<file path="src/rtl/i2cw_pkg.sv">
package i2cw_pkg;

    // Default quarter length: 4 quarters of 32 clocks = one bit slot of 128 clocks
    localparam int unsigned QTR_CYCLES_DEF = 32;
    localparam int unsigned WORD_W         = 16;
    localparam int unsigned BYTES_PER_XFER = 3;
    localparam int unsigned SLOT_BITS      = 9;   // 8 data + 1 acknowledge
    localparam logic [6:0]  CODEC_DEV_ADDR = 7'b0011010;
    localparam logic        DIR_WRITE      = 1'b0;

    typedef enum logic [1:0] {
        PH_IDLE  = 2'd0,
        PH_START = 2'd1,
        PH_BIT   = 2'd2,
        PH_STOP  = 2'd3
    } phase_e;

    typedef struct packed {
        logic [1:0] quarter;   // position inside the current bit slot
        logic [1:0] byte_idx;  // 0 address, 1 upper, 2 lower
        logic [3:0] bit_idx;   // 0..7 data bits, 8 acknowledge slot
    } slot_pos_t;

    // Byte put on the wire for a given position in the frame
    function automatic logic [7:0] frame_byte(input logic [WORD_W-1:0] w,
                                              input logic [1:0] idx);
        logic [7:0] b;
        case (idx)
            2'd0:    b = {CODEC_DEV_ADDR, DIR_WRITE};
            2'd1:    b = w[15:8];
            default: b = w[7:0];
        endcase
        return b;
    endfunction

endpackage

</file>
<file path="src/rtl/i2cw_quarter_timer.sv">
module i2cw_quarter_timer #(
    parameter int unsigned QTR_CYCLES = i2cw_pkg::QTR_CYCLES_DEF
) (
    input  logic clk,
    input  logic rst,
    input  logic run,
    output logic qtick
);
    localparam int unsigned CW = (QTR_CYCLES > 1) ? $clog2(QTR_CYCLES) : 1;
    localparam logic [CW-1:0] LAST = CW'(QTR_CYCLES - 1);

    logic [CW-1:0] cnt_q;

    always_ff @(posedge clk) begin
        if (rst || !run) begin
            cnt_q <= '0;
        end else if (cnt_q == LAST) begin
            cnt_q <= '0;
        end else begin
            cnt_q <= cnt_q + 1'b1;
        end
    end

    assign qtick = run && (cnt_q == LAST);

    generate
        if (QTR_CYCLES > 1) begin : g_gap_check
            // quarter boundaries are spaced, never back to back
            a_r2_tick_spacing: assert property (@(posedge clk) disable iff (rst)
                qtick |=> !qtick);
        end
    endgenerate

endmodule

</file>
<file path="src/rtl/i2cw_frame_seq.sv">
module i2cw_frame_seq
    import i2cw_pkg::*;
(
    input  logic              clk,
    input  logic              rst,
    input  logic              qtick,
    input  logic              wr_en_i,
    input  logic [WORD_W-1:0] word_i,
    input  logic              sda_i,
    output logic              run,
    output logic              scl_o,
    output logic              sda_pull_o,
    output logic [2:0]        ack_o,
    output logic              done_o
);
    phase_e            ph_q;
    slot_pos_t         pos_q;
    logic [WORD_W-1:0] word_q;
    logic              scl_q;
    logic              pull_q;
    logic [2:0]        ack_q;
    logic              done_q;

    logic [1:0] nq;
    logic [7:0] cur_byte;
    logic       tx_bit;
    logic       ack_sel;
    logic       last_byte;

    always_comb begin
        nq        = pos_q.quarter + 2'd1;
        cur_byte  = frame_byte(word_q, pos_q.byte_idx);
        tx_bit    = (pos_q.bit_idx == 4'd8) ? 1'b1 : cur_byte[3'd7 - pos_q.bit_idx[2:0]];
        last_byte = (pos_q.byte_idx == 2'd2);
        case (pos_q.byte_idx)
            2'd0:    ack_sel = ack_q[0];
            2'd1:    ack_sel = ack_q[1];
            default: ack_sel = ack_q[2];
        endcase
    end

    always_ff @(posedge clk) begin
        if (rst) begin
            ph_q   <= PH_IDLE;
            pos_q  <= '0;
            word_q <= '0;
            scl_q  <= 1'b1;
            pull_q <= 1'b0;
            ack_q  <= '0;
            done_q <= 1'b0;
        end else begin
            done_q <= 1'b0;
            if (ph_q == PH_IDLE) begin
                scl_q  <= 1'b1;
                pull_q <= 1'b0;
                if (wr_en_i) begin
                    word_q <= word_i;
                    ack_q  <= '0;
                    pos_q  <= '0;
                    ph_q   <= PH_START;
                end
            end else if (qtick) begin
                pos_q.quarter <= nq;
                unique case (ph_q)
                    PH_START: begin
                        if (nq == 2'd2) pull_q <= 1'b1;
                        if (nq == 2'd0) begin
                            scl_q          <= 1'b0;
                            ph_q           <= PH_BIT;
                            pos_q.byte_idx <= 2'd0;
                            pos_q.bit_idx  <= 4'd0;
                        end
                    end
                    PH_BIT: begin
                        case (nq)
                            2'd1: pull_q <= !tx_bit;
                            2'd2: scl_q  <= 1'b1;
                            2'd3: begin
                                if (pos_q.bit_idx == 4'd8) begin
                                    case (pos_q.byte_idx)
                                        2'd0:    ack_q[0] <= !sda_i;
                                        2'd1:    ack_q[1] <= !sda_i;
                                        default: ack_q[2] <= !sda_i;
                                    endcase
                                end
                            end
                            default: begin
                                scl_q <= 1'b0;
                                if (pos_q.bit_idx != 4'd8) begin
                                    pos_q.bit_idx <= pos_q.bit_idx + 4'd1;
                                end else if (ack_sel && !last_byte) begin
                                    pos_q.byte_idx <= pos_q.byte_idx + 2'd1;
                                    pos_q.bit_idx  <= 4'd0;
                                end else begin
                                    ph_q <= PH_STOP;
                                end
                            end
                        endcase
                    end
                    PH_STOP: begin
                        case (nq)
                            2'd1:    pull_q <= 1'b1;
                            2'd2:    scl_q  <= 1'b1;
                            2'd3:    pull_q <= 1'b0;
                            default: begin
                                ph_q   <= PH_IDLE;
                                done_q <= 1'b1;
                            end
                        endcase
                    end
                    default: ph_q <= PH_IDLE;
                endcase
            end
        end
    end

    assign run        = (ph_q != PH_IDLE);
    assign scl_o      = scl_q;
    assign sda_pull_o = pull_q;
    assign ack_o      = ack_q;
    assign done_o     = done_q;

    // idle leaves both lines released
    a_r1_idle_lines: assert property (@(posedge clk) disable iff (rst)
        (ph_q == PH_IDLE) |-> (scl_q && !pull_q));
    // data bits never move while the clock line is high
    a_r4_sda_quiet_scl_high: assert property (@(posedge clk) disable iff (rst)
        (ph_q == PH_BIT && scl_q && $past(scl_q)) |-> $stable(pull_q));
    // flags move only in an acknowledge slot or at the start of a transfer
    a_r5_ack_only_in_slot: assert property (@(posedge clk) disable iff (rst)
        (!$stable(ack_q) && ph_q == PH_BIT) |-> (pos_q.bit_idx == 4'd8));
    // done is a single-cycle pulse that follows the stop slot
    a_r7_done_single: assert property (@(posedge clk) disable iff (rst)
        done_q |=> !done_q);
    a_r7_done_after_stop: assert property (@(posedge clk) disable iff (rst)
        $rose(done_q) |-> ($past(ph_q) == PH_STOP && ph_q == PH_IDLE));
    // latched word cannot change while a transfer runs
    a_r8_word_hold: assert property (@(posedge clk) disable iff (rst)
        (ph_q != PH_IDLE && $past(ph_q) != PH_IDLE) |-> $stable(word_q));
    // a fresh transfer starts with all flags clear
    a_r9_ack_clear: assert property (@(posedge clk) disable iff (rst)
        (ph_q == PH_START) |-> (ack_q == 3'b000));

endmodule

</file>
<file path="src/rtl/i2c_codec_writer.sv">
module i2c_codec_writer #(
    parameter int unsigned QTR_CYCLES = i2cw_pkg::QTR_CYCLES_DEF
) (
    input  logic        clk,
    input  logic        rst,
    input  logic        wr_en_i,
    input  logic [15:0] word_i,
    input  logic        sda_i,
    output logic        scl_o,
    output logic        sda_pull_o,
    output logic [2:0]  ack_o,
    output logic        busy_o,
    output logic        done_o
);
    logic run;
    logic qtick;

    i2cw_quarter_timer #(.QTR_CYCLES(QTR_CYCLES)) u_timer (
        .clk   (clk),
        .rst   (rst),
        .run   (run),
        .qtick (qtick)
    );

    i2cw_frame_seq u_seq (
        .clk        (clk),
        .rst        (rst),
        .qtick      (qtick),
        .wr_en_i    (wr_en_i),
        .word_i     (word_i),
        .sda_i      (sda_i),
        .run        (run),
        .scl_o      (scl_o),
        .sda_pull_o (sda_pull_o),
        .ack_o      (ack_o),
        .done_o     (done_o)
    );

    assign busy_o = run;

    // busy stays up until the done pulse
    a_r8_busy_until_done: assert property (@(posedge clk) disable iff (rst)
        $fell(busy_o) |-> done_o);

endmodule

</file>
<file path="config.mk">
export PLATFORM = sky130hd
export DESIGN_NAME = i2c_codec_writer
export DESIGN_NICKNAME = d
export VERILOG_FILES = /design/src/rtl/i2cw_pkg.sv /design/src/rtl/i2cw_quarter_timer.sv /design/src/rtl/i2cw_frame_seq.sv /design/src/rtl/i2c_codec_writer.sv
export SDC_FILE = /design/constraint.sdc
export NUM_CORES = 1
export LEC_CHECK = 0
export BUFFER_PORTS_ARGS = -buffer_cell sky130_fd_sc_hd__buf_2
export CAP_MARGIN = 30
export CORE_UTILIZATION = 61
export CTS_CLUSTER_SIZE = 28
export DETAILED_ROUTE_END_ITERATION = 8
export PLACE_DENSITY = 0.84
export SYNTH_ARGS = -nofsm -noshare
export SYNTH_HDL_FRONTEND = slang
export SYNTH_HIERARCHICAL = 1
export SYNTH_SLANG_ARGS = --single-unit
</file>
<file path="constraint.sdc">
create_clock -name clk -period 3.25 [get_ports clk]
set_input_delay 0.1625 -clock clk [delete_from_list [all_inputs] [get_ports clk]]
set_output_delay 0.1625 -clock clk [all_outputs]
set_load 0.01 [all_outputs]
</file>
Word level (Yosys, flattened, before mapping)
Cells that the tools add are included.
{ "classes": {"div_mod_pow": 0, "reduce_logical": 35, "add_sub_neg": 5, "mul": 0, "bitwise": 2, "mux": 40, "order_cmp": 1, "eq_ne": 26, "shift": 0} }
{ "ops": {"columns": ["operator", "count"], "rows": [
  ["two-way mux 8 bit", 3],
  ["AND reduction 6 bit", 4],
  ["two-way mux 2 bit", 9],
  ["two-way mux 3 bit", 6],
  ["two-way mux 6 bit", 3],
  ["case mux 8 bit (2 select lines)", 1],
  ["AND reduction 7 bit", 2],
  ["nonzero test 2 bit", 7],
  ["inequality test 3 x 2 -> 1 bit, second input constant", 4],
  ["case mux 6 bit (2 select lines)", 1],
  ["== test 2 bit, second input constant", 5],
  ["inequality test 2 x 1 -> 1 bit, second input constant", 5],
  ["AND reduction 5 bit", 2],
  ["two-way mux 1 bit", 9],
  ["inequality test 3 x 1 -> 1 bit, second input constant", 3],
  ["OR reduction 2 bit", 4],
  ["== test 2 x 1 -> 1 bit, second input constant", 3],
  ["zero test 2 bit", 3],
  ["case mux 1 bit (2 select lines)", 3],
  ["case mux 1 bit (3 select lines)", 2],
  ["case mux 2 bit (3 select lines)", 1],
  ["nonzero test 3 bit", 2],
  ["adder 5 x 1 -> 5 bit, second input constant", 1],
  ["== test 5 bit, second input constant", 1],
  ["other kinds (17)", 25]
]} }
{ "totals": {"ram_bits": 0, "output_inout_bits": 7, "latch_bits": 0, "inputBits": 20, "memories": 0, "romBits": 0, "wordCells": 121, "register_bits": 37} }

Logic depth before layout (Yosys ltp)
Gate-level depths: netlist of run 1.
{ "logic_depth": {"ltp_word": 9, "ltp_mapped": 11} }

Modules after synthesis
The synthesis of run 1 kept the hierarchy.
{ "modules_own_cells": {"columns": ["module", "cells_each", "area_each_um2", "seq_area_each_um2", "n_inst"], "rows": [
  ["i2cw_frame_seq", 212, 1749.2, 640.6, 1],
  ["i2cw_quarter_timer", 20, 219.0, 100.1, 1]
]} }

Worst setup path before layout of run 1
Ideal clock, no wire load.
{ "synth_path": {"path_kind": "register -> register", "from": "reg u_seq.ph_q[0]", "to": "reg u_seq/pos_q[5] (netlist name)", "n_path_buf": 2, "slack_ns": 0.996, "setup_ns": 0.128, "stages_incl_launch_ff": 12, "arrival_time_ns": 2.126, "period_less_slack_ns": 2.254, "path_cell_list": "dfxtp_1 > inv_1 > ha_1 > clkbuf_1 > inv_1 > and2_2 > nor2b_1 > buf_2 > o211ai_1 > a221o_1 > a22oi_1 > nor2_1"} }
{ "synth_between": {"elab_chain_cells": 4} }
{ "synth_rtl": {"columns": ["element", "line_no", "rtl"], "rows": [
  ["start: declaration", "i2cw_frame_seq.sv:16", "phase_e ph_q;"],
  ["start signal: assignment", "i2cw_frame_seq.sv:44", "ph_q <= PH_IDLE;"],
  ["start signal: assignment", "i2cw_frame_seq.sv:60", "ph_q <= PH_START;"],
  ["start signal: assignment", "i2cw_frame_seq.sv:69", "ph_q <= PH_BIT;"],
  ["nonzero test 2 bit", "i2cw_frame_seq.sv:117", "assign run = (ph_q != PH_IDLE);"],
  ["named net busy_o", "i2c_codec_writer.sv:12", "output logic busy_o,"],
  ["logical AND 1 bit", "i2cw_quarter_timer.sv:24", "assign qtick = run && (cnt_q == LAST);"],
  ["named net qtick", "i2c_codec_writer.sv:16", "logic qtick;"],
  ["nonzero test 2 bit (no line)", null, null],
  ["AND reduction 7 bit (no line)", null, null],
  ["end: declaration", "i2cw_frame_seq.sv:17", "slot_pos_t pos_q;"]
]} }
The timed path passes the listed nets, and every way through them passes these cells. The select of a mux whose other input is x is not followed.
A chain may end at the register's enable or synchronous reset.

Worst setup path in the final report of run 1
{ "layout_path": {"from": "reg u_seq.ph_q[0]", "to": "reg u_seq/pos_q[3] (netlist name)"} }
{ "layout_between": {"elab_chain_cells": 4} }
{ "layout_rtl": {"columns": ["element", "line_no"], "rows": [
  ["nonzero test 2 bit", "i2cw_frame_seq.sv:117"],
  ["logical AND 1 bit", "i2cw_quarter_timer.sv:24"],
  ["named net qtick", "i2c_codec_writer.sv:16"],
  ["nonzero test 2 bit (no line)", null],
  ["AND reduction 6 bit (no line)", null]
]} }
The timed path passes the listed nets, and every way through them passes these cells. The select of a mux whose other input is x is not followed.

==> reports/metrics.yaml, run 1 <==
timing:
  holdWs_ns: 0.0422
  fin_setup_tns_ns: 0
  worst_pin_slew_ns: 0.591
  period_minus_slack_ns: 2.50
  clock.fmax_mhz: 399
  finalCritPeriodShare_pct: 77.1
  fin_ws_ns: 0.745
  fin_skew_ns: 0.0103
  rsz0062_at_grt: "no"
  slew_headroom_pct: 60.5
  slew_viol_final: 0
  setup-violations-final: 0
  hold_viol: 0
power:
  p_sw_share_pct: 36.3
  pwr-share-seq_pct: 46.6
  p_leak_nw: 0.890
  ir_drop_v: 0.000322
  power_frac_comb_pct: 33.1
  power_switching_w: 0.000419
  internal_power_w: 0.000736
  p_per_area_nw_per_um2: 531
  pwr-share-clk_pct: 20.3
worst_setup_path:
  r2r_start: "u_seq/ph_q[0]"
  worst_setup_path_end_kind: "flop"
  cpPeakStageDelay_ns: 0.36
  cp-startpoint: "u_seq/ph_q[0]"
  crit_path_end: "u_seq/pos_q[3]"
  arrival_ns: 2.75
  worst-setup-path-type: "flop to flop"
  worst_setup_path_start_kind: "flop"
  slowest_stage: "dfxtp_1"
  critPathMaxFanout: 11
  crit_cells: 10
  r2r_slack_ns: 0.75
  worst_r2r_path_depth: 10
  reg2reg_to: "u_seq/pos_q[3]"
  path_buf_inv: 3
  crit_family: "simple AND/OR/NAND/NOR gates"
  worstPathCellList: "inv_1, ha_1, inv_1, and2_2, nor2b_1, buf_4, a21oi_1, nor3b_1, nor3b_1, a211o_1"
  critPathRequiredTime_ns: 3.50
job:
  maxCapViolCount: 0
placed_design:
  routabilityCongestion: 0.801
  place_ws_ns: 0.824
  portBuffers: 26
  dp_hpwl_mm: 2.84
floorplanning:
  pin_count: 27
  die_y_um: 58.8
  die-area_um2: 3460
  initial_utilization_pct: 64.5
  coreArea_um2: 3050
  die_w_um: 58.8
  rows: 20
clock_network:
  cts-root-buf: "clkbuf_4"
  clkLatencyLatePin_ns: 0.35
  clkTransAtPathRegs_ns: 0.11
  cts_tree: "built"
  cts_buffer_depth: 2
  postCtsSetupRepairBufs: 0
  cts_inserted_buffers: 5
  htreeDepth: 2
  cts.sink_count: 37
  cts_resized: 0
  cts_hold_buf: 0
yosys:
  synthDistinctLibCells: 47
  synthFlopType: "dfxtp_1"
  ys_async_sr_fraction_pct: 0
  synth_mux_area_share_pct: 5.40
  ys_seq_elements: 37
  synthAdderAreaFrac_pct: 9.54
  synthSimpleGateAreaFrac_pct: 22.1
  synth_compound_area_share_pct: 20.2
  synth_top_family_by_area: "simple AND/OR/NAND/NOR gates"
  syn-cell-area_um2: 1970
  syn-num-nets: 267
  yosysSeqAreaShare_pct: 37.6
  synth_edf_count: 0
  netlist_instances: 232
  ys_warn_count: 6
  avgSynthCellArea_um2: 8.48
  synth_xor_area_share_pct: 0.445
drt:
  drtPass1Iterations: 4
  wl_per_cell_um: 13.4
  drtAntennaViolNets: 0
  wl_mm: 4.04
  post_drt_via_cell_ratio: 5.72
  drc_errors: 0
  vias: 1722
  drt-initial-drc-count: 91
layout:
  drive_gt1_share_pct: 17.5
  fin_nets: 291
  area_growth_pct: 10.6
  diodes: 0
global_routing:
  antenna_found_initial: 0
  grt_overflow: 0
  grt_pass1_vias: 1561
  grt_pass1_wl_mm: 6.82
  grt_start_max_net_pins: 35
  grt_usage_pct: 26.5
outcome:
  status: "completed"
worst_hold_path:
  hold_path_class: "input port to flop"
[cell families (layout without fill, tap and decap cells)]
kind of cell,count (synthesis),in the layout
AO/OA/AOI/OAI,58,58
XOR/XNOR,1,1
adder cells (fa/ha/maj),15,15
buffers and inverters,24,49
flip-flops,37,37
multiplexers,9,9
AND/OR/NAND/NOR,88,88
[layout by cell type (no fill, tap or decap), types with 2 or more instances in the layout]
cell type	Yosys	layout
o21ai_0	5	5
nor2b_1	2	2
a221o_1	2	2
mux2i_1	5	5
and2_1	3	3
nand2_1	39	39
dfxtp_1	37	37
or3b_1	2	2
mux2_2	3	3
nor4_1	2	2
a21oi_1	26	26
ha_1	15	15
nor2_1	14	14
buf_2	2	26
nor3_1	3	3
o31ai_1	2	2
a22oi_1	3	3
a221oi_1	2	2
a211o_1	3	3
nand2b_1	3	3
inv_1	13	13
clkinv_2	0	2
a31oi_1	4	4
a211oi_1	2	2
nand3_1	5	5
clkbuf_4	0	5
nor3b_1	4	4
and3_1	3	3
buf_4	0	2
[synthesized netlist by cell type, types with 3 or more instances]
master	instances	share of area [%]
nand2b_1	3	0.95
a31oi_1	4	1.3
nor2_1	14	2.7
mux2_2	3	1.7
clkbuf_1	7	1.3
o21ai_0	5	1.3
a211o_1	3	1.3
a21oi_1	26	6.6
inv_1	13	2.5
mux2i_1	5	2.5
and2_1	3	0.95
a22oi_1	3	1.1
nor3b_1	4	1.5
nor3_1	3	0.76
nand3_1	5	1.3
ha_1	15	9.5
nand2_1	39	7.4
dfxtp_1	37	38
and3_1	3	0.95
[flip-flops by register name (all words and copies together) (netlist names)]
register and cells:
u_seq/done_o 1, u_seq/scl_o 1, u_seq/sda_pull_o 1, u_seq/word_q 16, u_timer/cnt_q 5, u_seq/ph_q 2, u_seq/pos_q 8, u_seq/ack_o 3
[power groups by stage]
stage	clock (W)	sequential, W	combinational [W]
after CTS	0.000242	0.000539	0.000379
after global placement	0	0.000547	0.000368
after detailed placement	0	0.000549	0.000373
after global routing	0.000261	0.000546	0.000421
final	0.000235	0.000538	0.000382
after floorplan	0	0.000542	0.000293
[final cells by class]
| cell class | instances | area (µm²) |
|---|---|---|
| Sequential cell | 37 | 741 |
| Clock inverter | 2 | 10.0 |
| Fill cell | 273 | 877 |
| Timing Repair Buffer | 28 | 145 |
| Multi-Input combinational cell | 171 | 1130 |
| Clock buffer | 6 | 41.3 |
| Tap cell | 44 | 55.1 |
| Inverter | 13 | 48.8 |
[worst register-to-register path, stage by stage, from the launching register on]
cell and delay (ns):
dfxtp_1 0.36, inv_1 0.09, ha_1 0.36, inv_1 0.15, and2_2 0.21, nor2b_1 0.13
buf_4 0.19, a21oi_1 0.34, nor3b_1 0.14, nor3b_1 0.17, a211o_1 0.26
[how the worst min path moves through the flow]
stage	startpoint	cells after the start	to
final	word_i[0]	3	u_seq/word_q[0]
after global routing	word_i[4]	3	u_seq/word_q[4]
after CTS	word_i[0]	3	u_seq/word_q[0]
after detailed placement	word_i[0]	3	u_seq/word_q[0]
after global placement	word_i[12]	3	u_seq/word_q[12]
after floorplan	word_i[12]	2	u_seq/word_q[12]
[stage by stage]
stage,util [%],area (µm²),power [W],cells
global route,71.3,2180,0.00123,301
CTS,71.3,2180,0.00116,301
finish,71.3,2180,0.00115,301
floorplan,-,1970,0.000835,232
detailed placement,69.6,2120,0.000923,293
global placement,69.6,2120,0.000915,293
[routing by layer]
| metal | vias up | GRT usage (%) | part of all wire (%) |
|---|---|---|---|
| met1 | 804 | 33.5 | 47 |
| met2 | 42 | 43.2 | 48 |
| met4 | 0 | 13.3 | 1.7 |
| li1 | 869 | - | - |
| met3 | 7 | 5.27 | 3.9 |
| met5 | - | 0 | 0 |
Power figures use the tool's default switching activity.
==> run 2, diff against run 1 <==
--- a/config.mk
+++ b/config.mk
@@ -7,10 +7,10 @@
 export LEC_CHECK = 0
 export BUFFER_PORTS_ARGS = -buffer_cell sky130_fd_sc_hd__buf_2
 export CAP_MARGIN = 30
-export CORE_UTILIZATION = 61
+export CORE_UTILIZATION = 51
 export CTS_CLUSTER_SIZE = 28
 export DETAILED_ROUTE_END_ITERATION = 8
-export PLACE_DENSITY = 0.84
+export PLACE_DENSITY = 0.75
 export SYNTH_ARGS = -nofsm -noshare
 export SYNTH_HDL_FRONTEND = slang
 export SYNTH_HIERARCHICAL = 1
==> constraint.sdc (replaced) <==
create_clock -name clk -period 2.21 [get_ports clk]
set_input_delay 0.1105 -clock clk [delete_from_list [all_inputs] [get_ports clk]]
set_output_delay 0.1105 -clock clk [all_outputs]
set_load 0.01 [all_outputs]
==> run 2 against run 1 <==
Net effect:
- count of clock-buffer cells in the layout is 1 higher
- via count is 0.58% higher
- largest power group unchanged
- die area up 19%
==> reports/metrics.yaml, run 2 (same netlist as run 1, synthesis figures left out) <==
timing:
  setup-violations-final: 0  # unchanged
  period_minus_slack_ns: 2.10  # -0.404 ns
  clock.fmax_mhz: 476  # +19%
  hold_viol: 0  # unchanged
  fin_ws_ns: 0.110  # -0.636 ns
  finalCritPeriodShare_pct: 95.0  # +18 points
  slew_headroom_pct: 72.7  # +12 points
  fin_skew_ns: 0.00510  # -0.00515 ns
  slew_viol_final: 0  # unchanged
  worst_pin_slew_ns: 0.400  # -0.192 ns
clock_network:
  cts-root-buf: "clkbuf_8"
  cts_buffer_depth: 2  # unchanged
  htreeDepth: 2  # unchanged
  cts_hold_buf: 0  # unchanged
  clkLatencyLatePin_ns: 0.29  # -0.06 ns
  cts_inserted_buffers: 5  # unchanged
  cts_tree: "built"
  postCtsSetupRepairBufs: 0  # unchanged
  cts.sink_count: 37  # unchanged
  clkTransAtPathRegs_ns: 0.07  # -0.04 ns
worst_setup_path:
  worst_setup_path_start_kind: "flop"
  worst_setup_path_end_kind: "flop"
  critPathRequiredTime_ns: 2.39  # -1.11 ns
  arrival_ns: 2.28  # -0.47 ns
  crit_family: "compound AO/OA/AOI/OAI gates"
  path_buf_inv: 1  # -2
  slowest_stage: "or3b_1"
  worst-setup-path-type: "flop to flop"
  r2r_slack_ns: 0.11  # -0.64 ns
  cpPeakStageDelay_ns: 0.38  # +0.02 ns
  worstPathCellList: "inv_1, ha_1, or3b_1, a21o_1, a311oi_4, nor2_2, a211o_1"
  critPathMaxFanout: 4  # -7
power:
  p_sw_share_pct: 34.4  # -1.8 points
  internal_power_w: 0.00125  # +69%
  pwr-share-seq_pct: 41.4  # -5.2 points
  power_switching_w: 0.000655  # +56%
  ir_drop_v: 0.000472  # +47%
  power_frac_comb_pct: 34.6  # +1.5 points
  p_per_area_nw_per_um2: 820  # +54%
  p_leak_nw: 0.957  # +7.5%
  pwr-share-clk_pct: 24.1  # +3.8 points
placed_design:
  portBuffers: 26  # unchanged
  dp_hpwl_mm: 3.01  # +6.2%
  place_ws_ns: 0.0130  # -0.811 ns
  place_area_um2: 2220  # +4.5%
  routabilityCongestion: 0.815  # +1.7%
  place_inst: 309  # +5.5%
layout:
  reg_top3: "u_seq/word_q: 16 flops, u_seq/pos_q: 8 flops, u_timer/cnt_q: 5 flops"
  fin_nets: 303  # +4.1%
  drive_gt1_share_pct: 22.3  # +4.8 points
  final_cell_mix: "nand2_1, dfxtp_1, buf_2"
  largest_register: "u_seq/word_q"
  diodes: 0  # unchanged
  num-fill-cells: 329  # +21%
  final_design_area_no_fill_um2: 2320  # +6.6%
  finalNonFillerCells: 317  # +5.3%
  finish.utilization_pct: 62.9  # -8.4 points
  final_common_cell: "nand2_1"
  area_growth_pct: 17.9
  largest_reg_flops: 16  # unchanged
floorplanning:
  die_y_um: 64.1  # +9.0%
  initial_utilization_pct: 53.4  # -11 points
  coreArea_um2: 3690  # +21%
  rows: 22  # +10%
  pin_count: 27  # unchanged
  die-area_um2: 4110  # +19%
  die_w_um: 64.1  # +9.0%
global_routing:
  grt_pass1_vias: 1523  # -2.4%
  grt_usage_pct: 22.0  # -4.6 points
  grt_overflow: 0  # unchanged
  grt_pass1_wl_mm: 6.94  # +1.7%
  grt_start_max_net_pins: 34  # -2.9%
  antenna_found_initial: 0  # unchanged
drt:
  vias: 1732  # +0.58%
  drtAntennaViolNets: 0  # unchanged
  drc_errors: 0  # unchanged
  drt-initial-drc-count: 88  # -3.3%
  post_drt_via_cell_ratio: 5.46  # -4.5%
  drtPass1Iterations: 5  # +1
  wl_mm: 4.23  # +4.7%
  wl_per_cell_um: 13.3  # -0.56%
outcome:
  status: "completed"
job:
  maxCapViolCount: 0  # unchanged
worst_hold_path:
  hold_path_class: "input port to flop"
-- run 2: cell types whose count changed in the layout (fill, tap and decap cells not counted), moves of 2 or more --
cell      before  now
buf_4          2   14
clkbuf_4       5    0
clkbuf_8       0    5
clkinv_2       2    0
-- run 2: final timing paths --
kind                 endpoint  cells past startpoint            start
min reg2reg   u_seq/word_q[6]                      2  u_seq/word_q[6]
max reg2reg    u_seq/pos_q[3]                      7   u_seq/pos_q[4]
min          u_seq/word_q[12]                      3       word_i[12]
max            u_seq/pos_q[3]                      7   u_seq/pos_q[4]
-- run 2: final cells by class --
cell class	count	area [µm²]	area share (%)
multi-input cells	171	1150	49.6
flip-flops and latches	37	741	31.9
repair buffers	40	235	10.1
clock buffers	7	76.3	3.29
well taps	48	60.1	2.59
inverters	13	48.8	2.10
clock inverters	1	7.51	0.324
-- run 2: timing repair --
action                     in CTS  in global routing
setup endpoints to repair       3                  5
resized for setup               2                  2
pin swaps                       0                  1
-- run 2: power by group through the flow --
stage	Combinational (W)	Clock (W)	Sequential, W
2_1_floorplan	0.000434	0	0.000797
3_5_place_dp	0.000637	0	0.000803
4_1_cts	0.000650	0.000471	0.000787
5_1_grt	0.000728	0.000495	0.000794
3_3_place_gp	0.000631	0	0.000798
6_report	0.000658	0.000458	0.000786
-- run 2: metal layers --
metal	part of all wire (%)	wire length [µm]	track usage, %	up-vias
met5	0	0	0	-
met4	1.4	61	8.06	0
met3	3.5	148	4.82	5
met2	45	1920	34.2	36
met1	50	2100	29.7	800
li1	-	-	-	891
-- run 2: per-stage QoR --
stage	TNS, ns	hold slack [ns]	power [W]
5_1_grt	-0.00306	0.0492	0.00202
3_3_place_gp	0	0.351	0.00143
2_1_floorplan	0	0.246	0.00123
4_1_cts	0	0.0485	0.00191
3_5_place_dp	0	0.357	0.00144
6_report	0	0.0539	0.00190
-- run 2: tightest hold or removal path: cells and delay by family --
kind	cells	cell delay, ns
compound gates	1	0.05
simple gates	1	0.05
buf+inv	1	0.09
